<file path="src/rtl/pmcfg_pkg.sv">
package pmcfg_pkg;

    localparam int REG_W      = 16;
    localparam int BIT_SWFAST = 10;
    localparam int BIT_BTN    = 9;
    localparam int BIT_SLPEN  = 5;

    localparam logic [2:0] ST_S0 = 3'd0;
    localparam logic [2:0] ST_S1 = 3'd1;
    localparam logic [2:0] ST_S3 = 3'd3;
    localparam logic [2:0] ST_S4 = 3'd4;
    localparam logic [2:0] ST_S5 = 3'd5;

    typedef struct packed {
        logic       sw_fast;
        logic       slp_en;
        logic [1:0] per_sel;
    } cfg_t;

    function automatic int max_of(input int a, input int b);
        return (a > b) ? a : b;
    endfunction

    function automatic cfg_t cfg_from_word(input logic [REG_W-1:0] w);
        cfg_t c;
        c.sw_fast = w[BIT_SWFAST];
        c.slp_en  = w[BIT_SLPEN];
        c.per_sel = w[1:0];
        return c;
    endfunction

    function automatic logic [REG_W-1:0] word_from_cfg(input cfg_t c, input logic btn);
        logic [REG_W-1:0] w;
        w             = '0;
        w[BIT_SWFAST] = c.sw_fast;
        w[BIT_BTN]    = btn;
        w[BIT_SLPEN]  = c.slp_en;
        w[1:0]        = c.per_sel;
        return w;
    endfunction

    function automatic logic sleep_drive(input logic [2:0] st, input logic en,
                                         input logic trans);
        logic deep;
        deep = (st == ST_S3) || (st == ST_S4) || (st == ST_S5);
        return trans || deep || ((st == ST_S1) && en);
    endfunction

endpackage

</file>
<file path="src/rtl/pmcfg_tick.sv">
module pmcfg_tick #(
    parameter int CLKS_PER_MS = 33000
) (
    input  logic clk,
    input  logic rst,
    output logic tick
);
    localparam int W = (CLKS_PER_MS > 1) ? $clog2(CLKS_PER_MS) : 1;
    localparam logic [W-1:0] LAST = W'(CLKS_PER_MS - 1);

    logic [W-1:0] phase;

    assign tick = (phase == LAST);

    always_ff @(posedge clk) begin
        if (rst)       phase <= '0;
        else if (tick) phase <= '0;
        else           phase <= phase + W'(1);
    end

    generate
        if (CLKS_PER_MS > 1) begin : g_spacing
            assert_tick_spacing_R10: assert property (@(posedge clk) disable iff (rst)
                tick |=> !tick);
        end
    endgenerate

endmodule

</file>
<file path="src/rtl/pmcfg_oneshot.sv">
module pmcfg_oneshot #(
    parameter int LONG_MS  = 64,
    parameter int SHORT_MS = 2
) (
    input  logic clk,
    input  logic rst,
    input  logic tick,
    input  logic start,
    input  logic fast,
    output logic req
);
    localparam int W = $clog2(pmcfg_pkg::max_of(LONG_MS, SHORT_MS) + 1);

    logic         running;
    logic [W-1:0] count;
    logic [W-1:0] limit;
    logic [W-1:0] count_nxt;

    assign count_nxt = count + W'(1);

    always_ff @(posedge clk) begin
        if (rst) begin
            running <= 1'b0;
            count   <= '0;
            limit   <= '0;
            req     <= 1'b0;
        end else begin
            req <= 1'b0;
            if (start) begin
                running <= 1'b1;
                count   <= '0;
                limit   <= fast ? W'(SHORT_MS) : W'(LONG_MS);
            end else if (running && tick) begin
                count <= count_nxt;
                if (count_nxt == limit) begin
                    req     <= 1'b1;
                    running <= 1'b0;
                end
            end
        end
    end

    assert_single_pulse_R5: assert property (@(posedge clk) disable iff (rst)
        req |=> !req);
    assert_start_quiet_R5: assert property (@(posedge clk) disable iff (rst)
        start |=> !req);

endmodule

</file>
<file path="src/rtl/pmcfg_periodic.sv">
module pmcfg_periodic #(
    parameter int PER_MS_SEL0 = 60000,
    parameter int PER_MS_SEL1 = 32000,
    parameter int PER_MS_SEL2 = 16000,
    parameter int PER_MS_SEL3 = 8000
) (
    input  logic       clk,
    input  logic       rst,
    input  logic       tick,
    input  logic       restart,
    input  logic [1:0] sel,
    output logic       req
);
    localparam int MAXP = pmcfg_pkg::max_of(pmcfg_pkg::max_of(PER_MS_SEL0, PER_MS_SEL1),
                                            pmcfg_pkg::max_of(PER_MS_SEL2, PER_MS_SEL3));
    localparam int W = $clog2(MAXP + 1);

    logic [W-1:0] count;
    logic [W-1:0] last;

    always_comb begin
        unique case (sel)
            2'b00:   last = W'(PER_MS_SEL0 - 1);
            2'b01:   last = W'(PER_MS_SEL1 - 1);
            2'b10:   last = W'(PER_MS_SEL2 - 1);
            default: last = W'(PER_MS_SEL3 - 1);
        endcase
    end

    always_ff @(posedge clk) begin
        if (rst) begin
            count <= '0;
            req   <= 1'b0;
        end else begin
            req <= 1'b0;
            if (restart) begin
                count <= '0;
            end else if (tick) begin
                if (count == last) begin
                    req   <= 1'b1;
                    count <= '0;
                end else begin
                    count <= count + W'(1);
                end
            end
        end
    end

    assert_restart_quiet_R7: assert property (@(posedge clk) disable iff (rst)
        restart |=> !req);

endmodule

</file>
<file path="src/rtl/pmcfg_timers.sv">
module pmcfg_timers
    import pmcfg_pkg::*;
#(
    parameter int CLKS_PER_MS    = 33000,
    parameter int SWSMI_LONG_MS  = 64,
    parameter int SWSMI_SHORT_MS = 2,
    parameter int PER_MS_SEL0    = 60000,
    parameter int PER_MS_SEL1    = 32000,
    parameter int PER_MS_SEL2    = 16000,
    parameter int PER_MS_SEL3    = 8000
) (
    input  logic        clk,
    input  logic        rst,
    input  logic        reg_wr,
    input  logic [15:0] reg_wdata,
    output logic [15:0] reg_rdata,
    input  logic        pwrbtn_lvl,
    input  logic        swsmi_start,
    input  logic [2:0]  sleep_state,
    input  logic        speed_trans,
    output logic        swsmi_req,
    output logic        persmi_req,
    output logic        cpu_sleep
);
    cfg_t cfg;
    logic ms_tick;

    always_ff @(posedge clk) begin
        if (rst)         cfg <= '0;
        else if (reg_wr) cfg <= cfg_from_word(reg_wdata);
    end

    assign reg_rdata = word_from_cfg(cfg, pwrbtn_lvl);
    assign cpu_sleep = sleep_drive(sleep_state, cfg.slp_en, speed_trans);

    pmcfg_tick #(.CLKS_PER_MS(CLKS_PER_MS)) u_tick (
        .clk  (clk),
        .rst  (rst),
        .tick (ms_tick)
    );

    pmcfg_oneshot #(.LONG_MS(SWSMI_LONG_MS), .SHORT_MS(SWSMI_SHORT_MS)) u_swsmi (
        .clk   (clk),
        .rst   (rst),
        .tick  (ms_tick),
        .start (swsmi_start),
        .fast  (cfg.sw_fast),
        .req   (swsmi_req)
    );

    pmcfg_periodic #(
        .PER_MS_SEL0(PER_MS_SEL0), .PER_MS_SEL1(PER_MS_SEL1),
        .PER_MS_SEL2(PER_MS_SEL2), .PER_MS_SEL3(PER_MS_SEL3)
    ) u_persmi (
        .clk     (clk),
        .rst     (rst),
        .tick    (ms_tick),
        .restart (reg_wr),
        .sel     (cfg.per_sel),
        .req     (persmi_req)
    );

    assert_cfg_store_R2: assert property (@(posedge clk) disable iff (rst)
        reg_wr |=> (reg_rdata[10] == $past(reg_wdata[10]) &&
                    reg_rdata[5]  == $past(reg_wdata[5])  &&
                    reg_rdata[1:0] == $past(reg_wdata[1:0])));
    assert_s1_gate_R8: assert property (@(posedge clk) disable iff (rst)
        (sleep_state == ST_S1 && !speed_trans && !reg_rdata[5]) |-> !cpu_sleep);
    assert_deep_sleep_R9: assert property (@(posedge clk) disable iff (rst)
        (sleep_state == ST_S3 || sleep_state == ST_S4 || sleep_state == ST_S5) |-> cpu_sleep);

endmodule

</file>
<file path="config.mk">
export PLATFORM = sky130hd
export DESIGN_NAME = pmcfg_timers
export DESIGN_NICKNAME = d
export VERILOG_FILES = /design/src/rtl/pmcfg_pkg.sv /design/src/rtl/pmcfg_tick.sv /design/src/rtl/pmcfg_oneshot.sv /design/src/rtl/pmcfg_periodic.sv /design/src/rtl/pmcfg_timers.sv
export SDC_FILE = /design/constraint.sdc
export NUM_CORES = 1
export LEC_CHECK = 0
export ABC_AREA = 1
export BUFFER_PORTS_ARGS = -buffer_cell sky130_fd_sc_hd__buf_4
export CORE_UTILIZATION = 30
export DETAILED_ROUTE_END_ITERATION = 7
export GPL_ROUTABILITY_DRIVEN = 0
export GPL_TIMING_DRIVEN = 1
export SLEW_MARGIN = 20
export SYNTH_ARGS = -nofsm -noshare
export SYNTH_HDL_FRONTEND = slang
export SYNTH_HIERARCHICAL = 1
export SYNTH_SLANG_ARGS = --single-unit
</file>
<file path="constraint.sdc">
create_clock -name clk -period 2.65 [get_ports clk]
set_input_delay 0.53 -clock clk [delete_from_list [all_inputs] [get_ports clk]]
set_output_delay 0.53 -clock clk [all_outputs]
set_load 0.005 [all_outputs]
</file>
After elaboration in Yosys (flattened, before gate mapping)
Cells that the tools add are included.

word-level totals
  input port bits = 25
  logic and storage cells = 47
  output and inout bits = 19
  register bits after elaboration = 53

cells by class
  bitwise operators = 2
  muxes and demuxes = 8
  reductions and logical operators = 15
  equality and inequality tests = 9
  $add $sub $neg = 3

operators by type and width
  cell                                                  number
  one-hot mux 16 bit (3 select lines)                   1
  adder 16 x 1 -> 16 bit (second input constant)        2
  equality test 16 bit                                  1
  equality test 16 bit (second input constant)          1
  two-way mux 16 bit                                    1
  adder 7 x 1 -> 7 bit (second input constant)          1
  equality test 7 bit                                   1
  two-way mux 7 bit                                     1
  equality test 3 bit (second input constant)           2
  OR reduction 2 bit                                    3
  OR reduction 3 bit                                    2
  two-way mux 1 bit                                     5
  logical OR 1 bit                                      4
  nonzero test 2 bit                                    2
  equality test 3 x 1 -> 1 bit (second input constant)  1
  equality test 3 x 2 -> 1 bit (second input constant)  1
  equality test 2 x 1 -> 1 bit (second input constant)  1
  equality test 2 bit (second input constant)           1
  logical AND 1 bit                                     2
  zero test 2 bit                                       1
  NOT 1 bit                                             2
  AND reduction 2 bit                                   1

Logic depth before layout (Yosys ltp)
Gate-level depths: netlist (run 1).

  depth in word-level cells = 5
  mapped depth = 14

By module
Netlist (run 1), hierarchy kept.

modules (own cells, without submodules)
  module          cells each  area each (um^2)  times used
  pmcfg_periodic  150         998.5             1
  pmcfg_tick      126         873.3             1
  pmcfg_oneshot   86          578.1             1
  pmcfg_timers    39          262.8             1

Worst setup path before layout (run 1)
Ideal clock, no wire load.

  path type = register to register
  from = register u_tick.phase[0]
  to = register u_persmi.count[8]
  slack = 0.781 ns
  cell stages (with the launch flop) = 15
  clock period less this slack = 1.869 ns
  data required time = 2.528 ns
  arrival = 1.747 ns
  path buffers = 2
  library setup time = 0.122 ns
  cell sequence = dfxtp_1 ha_1 nand4_1 nor2_1 nand2_2 inv_1 buf_4 nand3_1 nor2_1 nand2_1 nor2_1 nand3_2 nand2_4 buf_12 nor2_2

on the way
  longest elaborated chain between the ends = 1

ends and longest elaborated chain
  item                    RTL line              text
  start, declared         pmcfg_tick.sv:11      logic [W-1:0] phase;
  start signal, assigned  pmcfg_tick.sv:18      else phase <= phase + W'(1);
  equality test 16 bit    pmcfg_tick.sv:13      assign tick = (phase == LAST);
  net ms_tick             pmcfg_timers.sv:26    logic ms_tick;
  end signal, assigned    pmcfg_periodic.sv:43  count <= count + W'(1);
  end, declared           pmcfg_periodic.sv:18  logic [W-1:0] count;

The timed path passes the listed nets, and every way through them passes these cells.
A chain may end at the register's enable or synchronous reset.

Worst setup path after layout (run 1)
  from = register u_tick.phase[0]
  to = register u_swsmi.running

on the way
  longest elaborated chain between the ends = 4

ends and longest elaborated chain
  item                           RTL line             text
  equality test 16 bit           pmcfg_tick.sv:13
  net ms_tick                    pmcfg_timers.sv:26
  logical AND 1 bit              pmcfg_oneshot.sv:33  end else if (running && tick) begin
  nonzero test 2 bit (no line)   -
  AND reduction 2 bit (no line)  -
  end signal, assigned           pmcfg_oneshot.sv:23  running <= 1'b0;
  end signal, assigned           pmcfg_oneshot.sv:30  running <= 1'b1;
  end signal, assigned           pmcfg_oneshot.sv:37  running <= 1'b0;
  end, declared                  pmcfg_oneshot.sv:14  logic running;

The timed path passes the listed nets, and every way through them passes these cells.

==> flow_summary.yaml, run 1 <==
outcome:
  status: "finished clean"
global_route:
  grt_max_degree: 17
  grt_pass1_wl_microns: 9156
  grt_pass1_vias: 2149
  antenna_found_initial: 0
  grtUsageTotal: 0.1147
  overflow: 0
setup_path:
  rr_startpoint: "u_tick/phase[0]"
  crit_chain: "ha_1 > nand4_1 > nor2_1 > nand2_2 > inv_1 > nand2_1 > nor2_1 > nand3_1 > nor2_1 > nand3_1 > o21bai_1 > a21oi_1"
  cpPeakStageDelay_ns: 0.44
  required_ns: 2.84
  cpMostUsedCell: "nor2_1"
  r2r-end: "u_swsmi/running"
  slowest_stage: "dfxtp_1"
  worstSetupEndpointType: "register"
  path_class: "register to register"
  cp.arrival_ns: 2.45
  r2r_cells: 12
  rrSetupSlack_ns: 0.39
  critPathLaunchType: "register"
  critPathMaxFanout: 10
final_layout:
  diodes: 0
  fill_cells: 949
  finalInstanceArea_sq_mm: 0.002969
  drive_above_1_share: 0.1449
  finalNetCount: 450
  area_growth_pct: 9.456
die:
  die_area_sq_mm: 0.009426
  io_pins: 44
  die_h_microns: 97.09
  initial_core_util: 0.3110
  rows: 34
  coreArea_sq_mm: 0.008721
  die_x_microns: 97.09
sta:
  setup_violations: 0
  fin_crit_ns: 2.260
  hold_ws_ns: 0.4498
  hold_viol: 0
  rsz0062_at_grt: "no"
  tns_ns: 0
  finClkSkew_ns: 0.01167
  drv_slew: 0
  max_freq_mhz: 442.5
  fin_crit_sh: 0.8527
drt:
  drc_errors: 0
  antenna_left: 0
  dr.max_layer_used: "met4"
  drt_iter0_markers: 94
  wl_met2_microns: 2410
  via_count: 2337
  wl_met3_microns: 147
  wl_met1_microns: 2635
  routed_wl_microns: 5243
  routed_via_density: 4.418
  firstDrtPassIters: 4
  wire_per_inst_microns: 9.911
placement:
  hpwl_microns: 3933
  numPortBuffers: 18
  place_area_sq_mm: 0.002892
logic_synthesis:
  synth-edff-count: 0
  ys_types: 34
  syn_area_sq_mm: 0.002713
  yosysSeqAreaShare: 0.3542
  synth-seq-cells: 48
  syn_area_per_cell_sq_um: 6.765
  ys.warnings.count: 6
  syn_inst: 401
  ys.flop_type: "dfxtp_1"
  ys_async_sr_fraction: 0
power_and_ir_drop:
  p_leak_nw: 1.168
  vdd_drop_max_mv: 0.1789
  powerDensity_mw_per_mm2: 415.4
  power_mw: 1.234
clocking:
  clockBufferDepth: 2
  root_buffer: "clkbuf_8"
  h-tree-depth: 2
  clkSinkCount: 48
  cts_buffers: 5
  cts_tree: "yes"
  clk_pin_slew_ns: 0.09
  clock_latency_ns: 0.30
  cts_setup_buffers: 0
  cts-resized-gates: 0
  holdBufCountCts: 0
min_path:
  worstHoldStart: "rst"
  whs_path_depth: 2
  min_to: "u_swsmi/running"
  hold_path.class: "primary input to register"
flow_run:
  max_cap_viol_count: 0
metal layers:
layer  vias to the layer above  GRT usage
li1                       1267          -
met1                      1034     0.1416
met2                        32     0.2053
met3                         4    0.01942
met4                         0    0.02985
met5                         -          0
critical path, delay by kind of cell (launching register included):
family	cells	cell delay, ns
flip-flops	1	0.44
buffers and inverters	1	0.29
adder cells (fa/ha/maj)	1	0.23
AND/OR/NAND/NOR	8	0.99
AO/OA/AOI/OAI	2	0.22
registers in the layout (all words and copies together), names as in the netlist:
register / count
u_swsmi/limit: 2
u_tick/phase: 16
reg_rdata: 4
u_swsmi/running: 1
u_persmi/count: 16
u_swsmi/req: 1
u_swsmi/count: 7
u_persmi/req: 1
cell type report:
type                       instances  area, sq um  share of cell area
timing repair buffer              18        135.1             0.04551
inverter                          62        232.7             0.07838
clock buffer                       6        72.57             0.02444
tap                              108        135.1             0.04551
sequential                        48        960.9              0.3236
clock inverter                     1        5.005            0.001686
multi-input combinational        286         1428              0.4808
worst max-delay path by stage:
stage                    startpoint                end  slack, ns  cells past startpoint
floorplan           u_tick/phase[0]  u_persmi/count[8]       0.78                     14
global placement    u_tick/phase[0]    u_swsmi/running       0.40                     12
detailed placement  u_tick/phase[0]    u_swsmi/running       0.37                     12
CTS                 u_tick/phase[0]    u_swsmi/running       0.36                     12
global route        u_tick/phase[0]    u_swsmi/running       0.11                     12
finish              u_tick/phase[0]    u_swsmi/running       0.39                     12
cell usage in the layout, fill, tap and decap left out, types with 2 or more instances in the layout:
master / netlist / layout
nand2_1: 88 / 88
nor2_1: 59 / 59
inv_1: 56 / 56
dfxtp_1: 48 / 48
nand3_1: 31 / 31
buf_4: 13 / 18
nor2_2: 17 / 17
a21oi_1: 12 / 12
conb_1: 1 / 11
o21ai_0: 10 / 10
nand4_1: 8 / 8
xor2_1: 6 / 6
nand2_2: 6 / 6
clkbuf_8: 0 / 5
inv_2: 5 / 5
xnor2_1: 5 / 5
nor3_1: 4 / 4
ha_1: 4 / 4
o211ai_1: 4 / 4
nor2_4: 3 / 3
nand3_2: 3 / 3
nand2_4: 2 / 2
o21ai_1: 2 / 2
a211oi_1: 2 / 2
o21bai_1: 2 / 2
logic make-up (layout without fill, tap and decap cells):
kind of cell | count (synthesis) | in the layout | synth area share
AOI/OAI and AO/OA | 35 | 35 | 0.07473
muxes | 1 | 1 | 0.003690
xor gates and xnor gates | 11 | 11 | 0.03552
and+or+nand+nor | 224 | 224 | 0.3787
adders and majority gates | 4 | 4 | 0.01845
buffers and inverters | 77 | 87 | 0.1333
DFF | 48 | 48 | 0.3542
other | 1 | 11 | 0.001382
cells in the mapped netlist, types with 4 or more instances:
| cell type | n | area, sq um |
|---|---|---|
| nand2_1 | 88 | 330.3 |
| nor2_1 | 59 | 221.5 |
| inv_1 | 56 | 210.2 |
| dfxtp_1 | 48 | 960.9 |
| nand3_1 | 31 | 155.2 |
| nor2_2 | 17 | 106.4 |
| buf_4 | 13 | 97.59 |
| a21oi_1 | 12 | 60.06 |
| o21ai_0 | 10 | 50.05 |
| nand4_1 | 8 | 50.05 |
| nand2_2 | 6 | 37.54 |
| xor2_1 | 6 | 52.55 |
| inv_2 | 5 | 18.77 |
| xnor2_1 | 5 | 43.79 |
| ha_1 | 4 | 50.05 |
| nor3_1 | 4 | 20.02 |
| o211ai_1 | 4 | 30.03 |
metrics by stage:
| step | utilization | worst slack, ns | cells |
|---|---|---|---|
| finish | 0.3405 | 0.3903 | 529 |
| detailed placement | 0.3316 | 0.3679 | 522 |
| CTS | 0.3405 | 0.3599 | 529 |
| global route | 0.3405 | 0.1083 | 529 |
| global placement | 0.3316 | 0.3961 | 522 |
| floorplan | - | 0.7814 | 411 |
where the power goes:
part / total [mW] / internal (mW) / leakage (nW) / switching, mW
combinational: 0.0748 / 0.0321 / 0.738 / 0.0427
sequential: 0.746 / 0.732 / 0.389 / 0.0139
clock: 0.413 / 0.180 / 0.0410 / 0.233
total: 1.23 / 0.944 / 1.17 / 0.289
No activity file was read; power rests on OpenSTA's default activity.
==> run 2, diff against run 1 <==
Settings changed: BUFFER_PORTS_ARGS -buffer_cell sky130_fd_sc_hd__buf_4 to -buffer_cell sky130_fd_sc_hd__buf_2, CAP_MARGIN set to 40.
==> flow_summary.yaml, run 2 (synthesis gave the netlist of run 1 again) <==
outcome:
  status: "finished clean"
clocking:
  h-tree-depth: 2
  clock_latency_ns: 0.30
  clk_pin_slew_ns: 0.08
  cts_setup_buffers: 0
  cts-resized-gates: 0
  cts_buffers: 5
  root_buffer: "clkbuf_8"
  clockBufferDepth: 2
  clkSinkCount: 48
  cts_tree: "yes"
  holdBufCountCts: 0
power_and_ir_drop:
  seqPwrFrac: 0.560
  power_frac_comb: 0.050
  p_leak_nw: 1.176
  vdd_drop_max_mv: 0.2109
  power_mw: 1.332
  pwr-share-clk: 0.389
  swShare: 0.2211
  switchingPower_mw: 0.2944
  powerDensity_mw_per_mm2: 449.6
  internal_power_mw: 1.037
sta:
  drv_slew: 0
  rsz0062_at_grt: "no"
  hold_viol: 0
  max_freq_mhz: 470.6
  setup_slack_ns: 0.5251
  setup_violations: 0
  hold_ws_ns: 0.4543
  finClkSkew_ns: 0.01157
  tns_ns: 0
  fin_crit_ns: 2.125
  fin_crit_sh: 0.8018
final_layout:
  final_cell_mix: "88 x nand2_1, 59 x nor2_1, 56 x inv_1"
  diodes: 0
  fill_cells: 947
  postLayoutCoreUtil: 0.3396
  drive_above_1_share: 0.1489
  finalInstanceArea_sq_mm: 0.002962
  finalNetCount: 451
  top_regs: "u_persmi/count (16), u_tick/phase (16), u_swsmi/count (7)"
  area_growth_pct: 9.179
  stdcell_count: 531
  final_common_cell: "nand2_1"
drt:
  routed_wl_microns: 5149
  antenna_left: 0
  routed_via_density: 4.401
  wire_per_inst_microns: 9.697
  firstDrtPassIters: 4
  drt_iter0_markers: 95
  drc_errors: 0
  via_count: 2337
placement:
  numPortBuffers: 18
  place_area_sq_mm: 0.002854
  dp_slack_ns: 0.5205
  place_inst: 523
  hpwl_microns: 3965
setup_path:
  slowest_stage: "dfxtp_1"
  worstSetupEndpointType: "register"
  path_class: "register to register"
  cpMostUsedCell: "nand2_1"
  required_ns: 2.89
  critPathLaunchType: "register"
  cp.arrival_ns: 2.36
  crit_chain: "ha_1 > nand4_1 > nor2_1 > nand2_2 > inv_1 > buf_4 > nand2_1 > nor2_1 > nand3_1 > nor2_2 > nand2_1 > nand2_1 > nand2_1 > nor2_2"
  cpPeakStageDelay_ns: 0.45
  critPathMaxFanout: 8
global_route:
  grtUsageTotal: 0.1175
  grt_pass1_vias: 2196
  overflow: 0
  antenna_found_initial: 0
  grt_max_degree: 17
  grt_pass1_wl_microns: 9287
die:
  die_x_microns: 97.09
  io_pins: 44
  initial_core_util: 0.3110
  die_h_microns: 97.09
  rows: 34
  coreArea_sq_mm: 0.008721
  die_area_sq_mm: 0.009426
flow_run:
  max_cap_viol_count: 0
min_path:
  hold_path.class: "primary input to register"
[run 2: path summary, 6_finish.rpt]
kind	slack [ns]	to	startpoint	depth (start not counted)
hold reg to reg	0.49	u_tick/phase[14]	u_tick/phase[14]	2
setup reg to reg	0.53	u_persmi/count[12]	u_tick/phase[0]	14
setup / recovery	0.53	u_persmi/count[12]	u_tick/phase[0]	14
hold / removal	0.45	reg_rdata[1]	reg_wdata[1]	3
[run 2: power by group through the flow]
stage | combinational, mW | sequential (mW) | clock [mW]
2_1_floorplan | 0.0614 | 0.760 | 0
3_3_place_gp | 0.0666 | 0.763 | 0
3_5_place_dp | 0.0674 | 0.763 | 0
4_1_cts | 0.0680 | 0.746 | 0.545
5_1_grt | 0.0785 | 0.749 | 0.575
6_report | 0.0668 | 0.746 | 0.519
[run 2: critical path: cells and delay by family, from the launching register on]
family / cells / cell delay [ns]
simple gates: 11 / 1.09
fa+ha+maj: 1 / 0.22
flops: 1 / 0.45
buf+inv: 2 / 0.30
[run 2: routing by layer]
metal / wire length (microns) / global-route usage / up-vias / part of all wire
met5: 0 / 0 / - / 0
met2: 2460 / 0.2010 / 37 / 0.48
met1: 2493 / 0.1443 / 1032 / 0.48
li1: - / - / 1266 / -
met3: 159 / 0.02518 / 2 / 0.031
met4: 35 / 0.04363 / 0 / 0.0068
[run 2: final cells by class]
cell class                      count  area (sq um)  area share
Clock inverter                      2         35.03     0.01183
Multi-Input combinational cell    286          1428      0.4820
Tap cell                          108         135.1     0.04563
Sequential cell                    48         960.9      0.3245
Inverter                           62         232.7     0.07858
Timing Repair Buffer               19         97.59     0.03295
Clock buffer                        6         72.57     0.02450
